===== src/rtl/cfc_pkg.sv =====
package cfc_pkg;
  localparam int OPC_W = 5;

  localparam logic [OPC_W-1:0] OPC_JMP   = 5'h1A;
  localparam logic [OPC_W-1:0] OPC_JCC   = 5'h1B;
  localparam logic [OPC_W-1:0] OPC_CALL  = 5'h18;
  localparam logic [OPC_W-1:0] OPC_CALLC = 5'h19;
  localparam logic [OPC_W-1:0] OPC_RET   = 5'h15;
  localparam logic [OPC_W-1:0] OPC_RETC  = 5'h14;

  typedef enum logic [2:0] {
    CL_SEQ, CL_JMP, CL_JCC, CL_CALL, CL_CALLC, CL_RET, CL_RETC
  } insn_class_e;
endpackage


===== src/rtl/cfc_decode.sv =====
module cfc_decode
  import cfc_pkg::*;
#(
  parameter int PC_W   = 10,
  parameter int INSN_W = 18
) (
  input  logic [PC_W-1:0]   pc_i,
  input  logic [INSN_W-1:0] insn_i,
  output insn_class_e       cls_o,
  output logic [PC_W-1:0]   seq_o,
  output logic [PC_W-1:0]   tgt_o
);
  logic [OPC_W-1:0] opc;
  logic [PC_W-1:0]  offs;

  assign opc  = insn_i[INSN_W-1 -: OPC_W];
  assign offs = insn_i[PC_W-1:0];
  assign seq_o = pc_i + PC_W'(1);
  assign tgt_o = pc_i + offs;

  always_comb begin
    case (opc)
      OPC_JMP:   cls_o = CL_JMP;
      OPC_JCC:   cls_o = CL_JCC;
      OPC_CALL:  cls_o = CL_CALL;
      OPC_CALLC: cls_o = CL_CALLC;
      OPC_RET:   cls_o = CL_RET;
      OPC_RETC:  cls_o = CL_RETC;
      default:   cls_o = CL_SEQ;
    endcase
  end
endmodule


===== src/rtl/cfc_ras.sv =====
module cfc_ras #(
  parameter int DEPTH = 3,
  parameter int W     = 10
) (
  input  logic         clk,
  input  logic         rst_n,
  input  logic         push_i,
  input  logic         pop_i,
  input  logic [W-1:0] din_i,
  output logic [W-1:0] top_o,
  output logic         empty_o
);
  localparam int CNT_W = $clog2(DEPTH + 1);
  localparam logic [CNT_W-1:0] CNT_MAX = CNT_W'(DEPTH);

  logic [W-1:0]     ent_q   [DEPTH];
  logic [W-1:0]     ent_nxt [DEPTH];
  logic [CNT_W-1:0] cnt_q, cnt_nxt;

  for (genvar i = 0; i < DEPTH; i++) begin : g_ent
    logic [W-1:0] from_up, from_dn;
    if (i == 0) begin : g_head
      assign from_up = din_i;
    end else begin : g_body
      assign from_up = ent_q[i-1];
    end
    if (i == DEPTH - 1) begin : g_tail
      assign from_dn = '0;
    end else begin : g_mid
      assign from_dn = ent_q[i+1];
    end
    always_comb begin
      if (push_i)     ent_nxt[i] = from_up;
      else if (pop_i) ent_nxt[i] = from_dn;
      else            ent_nxt[i] = ent_q[i];
    end
  end

  always_comb begin
    cnt_nxt = cnt_q;
    if (push_i && cnt_q != CNT_MAX)    cnt_nxt = cnt_q + CNT_W'(1);
    else if (pop_i && cnt_q != '0)     cnt_nxt = cnt_q - CNT_W'(1);
  end

  always_ff @(posedge clk or negedge rst_n) begin
    if (!rst_n) begin
      cnt_q <= '0;
      for (int k = 0; k < DEPTH; k++) ent_q[k] <= '0;
    end else begin
      cnt_q <= cnt_nxt;
      for (int k = 0; k < DEPTH; k++) ent_q[k] <= ent_nxt[k];
    end
  end

  assign top_o   = ent_q[0];
  assign empty_o = (cnt_q == '0);


  ras_bound_chk: assert property (@(posedge clk) disable iff (!rst_n)
    cnt_q <= CNT_MAX);

  ras_push_chk: assert property (@(posedge clk) disable iff (!rst_n)
    push_i |=> (!empty_o && top_o == $past(din_i)));

  ras_emptypop_chk: assert property (@(posedge clk) disable iff (!rst_n)
    (pop_i && empty_o) |=> empty_o);

  ras_excl_chk: assert property (@(posedge clk) disable iff (!rst_n)
    !(push_i && pop_i));
endmodule


===== src/rtl/cfc_monitor.sv =====
module cfc_monitor
  import cfc_pkg::*;
#(
  parameter int              PC_W      = 10,
  parameter int              INSN_W    = 18,
  parameter int              RAS_DEPTH = 3,
  parameter logic [PC_W-1:0] VEC_ADDR  = 10'h010
) (
  input  logic              clk,
  input  logic              rst_n,
  input  logic              tr_valid,
  input  logic [PC_W-1:0]   tr_pc,
  input  logic [INSN_W-1:0] tr_insn,
  input  logic              tr_trap,
  output logic              cf_error
);
  logic [1:0] rs_q;
  logic       rst_sync_n;

  always_ff @(posedge clk or negedge rst_n) begin
    if (!rst_n) rs_q <= 2'b00;
    else        rs_q <= {rs_q[0], 1'b1};
  end
  assign rst_sync_n = rs_q[1];

  insn_class_e     cur_cls;
  logic [PC_W-1:0] cur_seq, cur_tgt;

  cfc_decode #(.PC_W(PC_W), .INSN_W(INSN_W)) u_dec (
    .pc_i(tr_pc), .insn_i(tr_insn),
    .cls_o(cur_cls), .seq_o(cur_seq), .tgt_o(cur_tgt)
  );

  logic            prv_vld, prv_trap;
  insn_class_e     prv_cls;
  logic [PC_W-1:0] prv_seq, prv_tgt;

  logic            ras_push, ras_pop, ras_empty;
  logic [PC_W-1:0] ras_top;

  cfc_ras #(.DEPTH(RAS_DEPTH), .W(PC_W)) u_ras (
    .clk(clk), .rst_n(rst_sync_n),
    .push_i(ras_push), .pop_i(ras_pop), .din_i(prv_seq),
    .top_o(ras_top), .empty_o(ras_empty)
  );

  logic chk, ok, push_c, pop_c, hit_seq, hit_tgt, hit_top;
  logic err_q, err_nxt;

  assign chk     = tr_valid && prv_vld;
  assign hit_seq = (tr_pc == prv_seq);
  assign hit_tgt = (tr_pc == prv_tgt);
  assign hit_top = !ras_empty && (tr_pc == ras_top);

  always_comb begin
    ok = 1'b1; push_c = 1'b0; pop_c = 1'b0;
    if (prv_trap) begin
      ok = (tr_pc == VEC_ADDR); push_c = 1'b1;
    end else begin
      case (prv_cls)
        CL_JMP:   ok = hit_tgt;
        CL_JCC:   ok = hit_tgt || hit_seq;
        CL_CALL:  begin ok = hit_tgt; push_c = 1'b1; end
        CL_CALLC: begin ok = hit_tgt || hit_seq; push_c = hit_tgt; end
        CL_RET:   begin ok = ras_empty || hit_top; pop_c = !ras_empty; end
        CL_RETC:  begin ok = ras_empty || hit_top || hit_seq; pop_c = hit_top; end
        default:  ok = hit_seq;
      endcase
    end
  end

  assign ras_push = chk && push_c;
  assign ras_pop  = chk && pop_c;
  assign err_nxt  = err_q || (chk && !ok);

  always_ff @(posedge clk or negedge rst_sync_n) begin
    if (!rst_sync_n) begin
      prv_vld <= 1'b0; prv_trap <= 1'b0; prv_cls <= CL_SEQ;
      prv_seq <= '0;   prv_tgt  <= '0;
    end else if (tr_valid) begin
      prv_vld <= 1'b1; prv_trap <= tr_trap; prv_cls <= cur_cls;
      prv_seq <= cur_seq; prv_tgt <= cur_tgt;
    end
  end

  always_ff @(posedge clk or negedge rst_sync_n) begin
    if (!rst_sync_n) err_q <= 1'b0;
    else             err_q <= err_nxt;
  end

  assign cf_error = err_q;


  err_sticky_chk: assert property (@(posedge clk) disable iff (!rst_sync_n)
    err_q |=> err_q);

  idle_hold_chk: assert property (@(posedge clk) disable iff (!rst_sync_n)
    !tr_valid |=> $stable(err_q));

  first_beat_chk: assert property (@(posedge clk) disable iff (!rst_sync_n)
    (tr_valid && !prv_vld && !err_q) |=> !err_q);

  stack_gate_chk: assert property (@(posedge clk) disable iff (!rst_sync_n)
    !tr_valid |-> !(ras_push || ras_pop));
endmodule


===== config.mk =====
export PLATFORM = sky130hd
export DESIGN_NAME = cfc_monitor
export DESIGN_NICKNAME = d
export VERILOG_FILES = /design/src/rtl/cfc_pkg.sv /design/src/rtl/cfc_decode.sv /design/src/rtl/cfc_ras.sv /design/src/rtl/cfc_monitor.sv
export SDC_FILE = /design/constraint.sdc
export NUM_CORES = 1
export LEC_CHECK = 0
export BUFFER_PORTS_ARGS = -buffer_cell sky130_fd_sc_hd__clkbuf_2
export CORE_MARGIN = 3
export CORE_UTILIZATION = 50
export DETAILED_ROUTE_END_ITERATION = 8
export PLACE_DENSITY = 0.66
export SLEW_MARGIN = 30
export SYNTH_ARGS = -nofsm -noshare
export SYNTH_HDL_FRONTEND = slang
export SYNTH_SLANG_ARGS = --single-unit
export TNS_END_PERCENT = 50

===== constraint.sdc =====
create_clock -name clk -period 2.6 [get_ports clk]
set_clock_uncertainty 0.2 [all_clocks]
set_input_delay 0.39 -clock clk [delete_from_list [all_inputs] [get_ports clk]]
set_output_delay 0.39 -clock clk [all_outputs]
set_load 0.05 [all_outputs]

---- Word level (Yosys, flattened, before mapping) ----
Cells that the tools add are included.
word-level totals
  output and inout port bits .............. 1
  word-level logic and storage cells ...... 66
  register bits after elaboration ......... 60
operators by class
  reductions and logical operators ........ 19
  equal/unequal tests ..................... 17
  muxes and demuxes ....................... 15
  add/subtract/negate cells ............... 4
operators with widths
  cell                   number
  $mux 10                6
  $eq 10x10->1           3
  $eq 5x5->1 const B     6
  $pmux 3 s6             1
  $add 10x1->10 const B  1
  $add 10x10->10         1
  $eq 10x5->1 const B    1
  $eq 3x3->1 const B     3
  $logic_and 1x1->1      7
  $eq 3x2->1 const B     2
  $reduce_bool 2->1      3
  $logic_or 1x1->1       4
  $mux 2                 2
  $pmux 1 s2             2
  $pmux 1 s4             1
  $reduce_or 2->1        2
  $eq 3x1->1 const B     1
  $mux 1                 3
  $add 2x1->2 const B    1
  $logic_not 1->1        2
  $logic_not 2->1        1
  $ne 2x2->1 const B     1
  $sub 2x1->2 const B    1

---- Depth between registers and ports, before layout ----
  depth in word-level cells ............... 10
  mapped depth ............................ 9

---- Modules after synthesis ----
A second synthesis with hierarchy kept.
unflattened totals
  cells, all modules ...................... 336
  area, all modules ....................... 3,543.4 µm²
modules (own cells, without submodules)
  module       cells each  times used  area each (µm²)
  cfc_monitor  121         1           1,465.2
  cfc_ras      135         1           1,458.9
  cfc_decode   80          1           619.3

---- Worst setup path after synthesis ----
OpenSTA, ideal clock, no wires.
  path type ............................... input to register
  start point ............................. input port tr_pc[0]
  end point ............................... register prv_tgt[8]
  cell stages on the path ................. 9
  required time ........................... 2.280 ns
  library setup time ...................... 0.120 ns
  setup slack ............................. 0.329 ns
  arrival ................................. 1.951 ns
  cell sequence ........................... ha_1 > inv_1 > fa_1 > nor2b_1 > o21ai_0 > a21boi_0 > o211a_1 > or3_1 > a31o_2
between the ends
  cells in the longest elaborated chain, start to end .. 1
ends and longest elaborated chain
  item                    RTL line           RTL
  start: declaration      cfc_monitor.sv:12  input logic [PC_W-1:0] tr_pc,
  $add 10x10->10          cfc_decode.sv:19   assign tgt_o = pc_i + offs;
  end signal: assignment  cfc_monitor.sv:82  prv_seq <= cur_seq; prv_tgt <= cur_tgt;
  end: declaration        cfc_monitor.sv:36  logic [PC_W-1:0] prv_seq, prv_tgt;
No other way between the ends.
A chain may end at the register's enable or synchronous reset.

---- Worst setup path in the final report ----
  start point ............................. register prv_tgt[7]
  end point ............................... register u_ras.cnt_q[0]
between the ends
  cells in the longest elaborated chain, start to end .. 6
ends and longest elaborated chain
  item                                         RTL line           RTL
  $eq 10x10->1 *                               cfc_monitor.sv:52  assign hit_tgt = (tr_pc == prv_tgt);
  $pmux 1 s2 *                                 cfc_monitor.sv:60  case (prv_cls)
  $mux 1 *                                     cfc_monitor.sv:57  if (prv_trap) begin
  $logic_and 1x1->1 *                          cfc_monitor.sv:72  assign ras_push = chk && push_c;
  $logic_and 1x1->1 *                          cfc_ras.sv:41      if (push_i && cnt_q != CNT_MAX) cnt_nxt = cnt_q + CNT_W'(1);
  $mux 2 or $reduce_bool 2->1 (tied branches)  n/a
  end signal: assignment                       cfc_ras.sv:50      cnt_q <= cnt_nxt;
  end: declaration                             cfc_ras.sv:18      logic [CNT_W-1:0] cnt_q, cnt_nxt;
Mark *: on every way between the ends. The rest lies on a longest branch, timed or not.

==> summary.md <==
| Metric | Value |
|---|---|
| Outcome | `complete, no violations` |
| Yosys top cell by area | `sky130_fd_sc_hd__dfrtp_1` |
| Leakage | `0.001709 µW` |
| Cell area power density | `704.8 nW/µm²` |
| Endpoint kind of the worst setup timing path | `flop` |
| Setup violations, final | `0` |
| Layout cells sized above 1 | `19.95%` |
| Highest clock rate | `412.7 MHz` |
| Area of the multi-input gates | `1799 µm²` |
| Overall overflow remaining after global route | `0` |
| Total Nets Final | `425` |
| Number of antenna diodes | `0` |
| Critical path data arrival time | `2.40 ns` |
| Critical path type | `reg -> reg` |
| Number of hold violations in the final report | `0` |
| Core ar. | `6531 µm²` |
| Count of unique library cells instantiated by Yosys | `49` |
| Total clock buffers created by CTS | `9` |
| Cell area after layout | `3975 µm²` |
| Worst EP required | `2.57 ns` |
| Largest net degree at the start of global routing | `34` |
| Number of sinks handled by clock tree synthesis | `60` |
| Deepest level of the CTS H-tree | `3` |
| Post-synth ARST share | `100.0%` |
| Number of flops mapped to enable cells by yosys | `0` |
| Vias in the first global route | `2675` |
| Post-detailed-route DRC marker count | `0` |
| Main flop type after synthesis | `sky130_fd_sc_hd__dfrtp_1` |
| Worst hold path type | `reg -> async` |
| Chip Width | `89.06 µm` |
| Mapped Avg Cell Area | `10.06 µm²` |
| Synth Instances | `343` |
| Number of warning messages in the yosys log | `0` |
| Routed wire per std cell | `16.02 µm` |
| Library cell with the highest instance count after synthesis | `sky130_fd_sc_hd__dfrtp_1` |
| Die outline height | `89.06 µm` |
| CTS tree | `yes` |
| Synth top area cells | `sky130_fd_sc_hd__dfrtp_1 (44%), sky130_fd_sc_hd__xnor2_1 (6.6%), sky130_fd_sc_hd__mux2i_1 (6.1%), sky130_fd_sc_hd__xor2_1 (4.8%), sky130_fd_sc_hd__ha_1 (4.0%)` |
| Final Max Tran Viols | `0` |
| Slew at the pin closest to its max-slew limit | `0.8368 ns` |
| Post-DRT Antenna Nets | `0` |
| Proportion of synthesized chip area in sequential cells | `43.53%` |
| Die ar. | `7932 µm²` |
| Total negative slack | `0 ns` |
| Violation count after the first detailed-route iteration | `135` |
| FF+latch count, synth | `60` |
| Clk pin slew, worst setup/hold paths | `0.07 ns` |
| Detail Placement HPWL | `5441 µm` |
| Standard cell area after detailed placement | `3729 µm²` |
| Std cell rows | `29` |
| Sequential cell area in the final layout | `1503 µm²` |
| Combined global-route utilization of all metal layers | `21.50%` |
| Worst vdd ir | `461.5 µV` |
| Total standard cell area after synthesis | `3450 µm²` |
| Number of antenna violations at the first check in global routing | `0` |
| CTS max path bufs | `2` |
| Clock Latency Late Sink | `0.34 ns` |
| Final critical path time including I/O delays and setup | `2.423 ns` |
| Worst slew margin | `44.01%` |
| Critical Path Source Type | `flop` |
| Most frequent cells after synthesis | `sky130_fd_sc_hd__dfrtp_1 (60), sky130_fd_sc_hd__nand2_1 (31), sky130_fd_sc_hd__xnor2_1 (26)` |
| Initial Utilization | `52.82%` |
| Count of buffers from port buffering | `29` |
| Final cycle utilization of the critical path | `93.20%` |
| Total length of routed wires | `7419 µm` |
| Count of fill cells added during filler insertion | `578` |
| Post-Syn Nets | `387` |
| Max Cap Viol | `0` |
| Vias per inst | `5.484` |
| Vias | `2539` |
| Area growth from synthesis to layout | `15.23%` |
| Worst-path maximum fanout | `15` |
| Area fraction of the dominant cell type after synthesis | `43.53%` |
| Gp weighted congestion | `0.8409` |
| Root Buffer | `sky130_fd_sc_hd__clkbuf_8` |
| Wire length of the first global-routing pass | `12830 µm` |
| First-pass detailed-route iteration total | `4` |
| Setup repair after global routing missed its margin | `false` |
| Number of buffers added for setup after CTS | `0` |
| Boundary pin count | `33` |
[metrics by stage]
step           instances  utilization (%)  setup WS (ns)  total power (µW)  hold WS, ns
6_report             463            60.86         0.1769              2802      0.05902
5_1_grt              463            60.86        0.03345              2966      0.08096
3_3_place_gp         446            57.09        0.05588              1801     -0.02308
3_5_place_dp         446            57.09        0.02281              1827     -0.02140
2_1_floorplan        343                -         0.3294              1658      -0.1056
4_1_cts              463            60.86         0.1256              2828      0.07411
[state kept, by name, indices dropped and copies added, names as in the netlist]
name and cells:
prv_trap 1, u_ras.cnt_q 2, u_ras.top_o 10, prv_seq 10, u_ras.g_ent.from_dn 20, prv_cls 3
prv_vld 1, prv_tgt 10, cf_error 1, rs_q 2
[path summary, 6_finish.rpt]
| kind | startpoint | end | slack, ns | depth (start not counted) |
|---|---|---|---|---|
| max | prv_tgt[7]$_DFFE_PN0P_ | u_ras.cnt_q[0]$_DFFE_PN0P_ | 0.18 | 7 |
| min | rs_q[1]$_DFF_PN0_ | u_ras.g_ent[0].from_dn[9]$_DFFE_PN0P_ | 0.06 | 0 |
| max reg2reg | prv_tgt[7]$_DFFE_PN0P_ | u_ras.cnt_q[0]$_DFFE_PN0P_ | 0.18 | 7 |
| min reg2reg | rs_q[1]$_DFF_PN0_ | u_ras.g_ent[0].from_dn[9]$_DFFE_PN0P_ | 0.06 | 0 |
| max in group asynchronous | rs_q[1]$_DFF_PN0_ | prv_seq[4]$_DFFE_PN0P_ | 1.48 | 1 |
| min in group clk | tr_trap | prv_trap$_DFFE_PN0P_ | 0.09 | 2 |
[layer usage]
metal  track usage (%)  wire length (µm)  vias to the layer above
li1                  -                 -                     1277
met1             28.13              3484                     1220
met2             36.03              3599                       36
met3             5.253               275                        6
met4             5.413                59                        0
met5                 0                 0                        -
[power by group]
part | switching, µW | leakage [µW] | total, µW | internal [µW]
Sequential | 157 | 0.000721 | 1270 | 1120
Clock | 369 | 0.000116 | 988 | 619
Combinational | 263 | 0.000872 | 540 | 277
Total | 789 | 0.00171 | 2800 | 2010
[cells by family after synthesis]
group           share of synthesized area, %
fa+ha+maj                              4.570
simple gates                           13.38
other cells                           0.1087
xor+xnor                               11.43
compound gates                         13.96
mux                                    8.705
buf+inv                                4.316
flops                                  43.53
[layout by cell type, fill, tap and decap left out, drive strengths merged, types with 3 or more instances in the layout]
cell type	synthesis	routed
dfrtp	60	60
nand2	32	32
o21ai	26	26
nor2b	8	8
ha	11	11
nand4	6	6
xnor2	26	26
xor2	19	19
mux2	8	8
o21bai	3	3
a22o	10	10
nor2	16	16
buf	15	18
mux2i	21	21
clkbuf	6	42
inv	10	10
a21oi	14	14
nand3	10	10
and3	4	4
o31ai	3	3
nor3	5	5
[critical path: stages, from the launching register on]
cell and delay, ns:
sky130_fd_sc_hd__dfrtp_1 0.39, sky130_fd_sc_hd__xor2_1 0.14, sky130_fd_sc_hd__nor4_1 0.42, sky130_fd_sc_hd__nand3_1 0.23, sky130_fd_sc_hd__o32ai_4 0.38, sky130_fd_sc_hd__buf_4 0.25, sky130_fd_sc_hd__nor2b_1 0.14, sky130_fd_sc_hd__o22ai_1 0.09
[repair_timing]
action                                 CTS  global route
hold buffers                             1             0
gates resized for setup                  0             0
endpoints found under the hold margin    2             0
[area by class of cell]
cell class / count / area share, %
clock buffers: 13 / 4.249
clock inverters: 3 / 1.700
inverters: 10 / 0.9443
multi-input cells: 252 / 45.26
flip-flops and latches: 60 / 37.80
well taps: 77 / 2.424
repair buffers: 48 / 7.617
(Power assumes the default switching activity.)
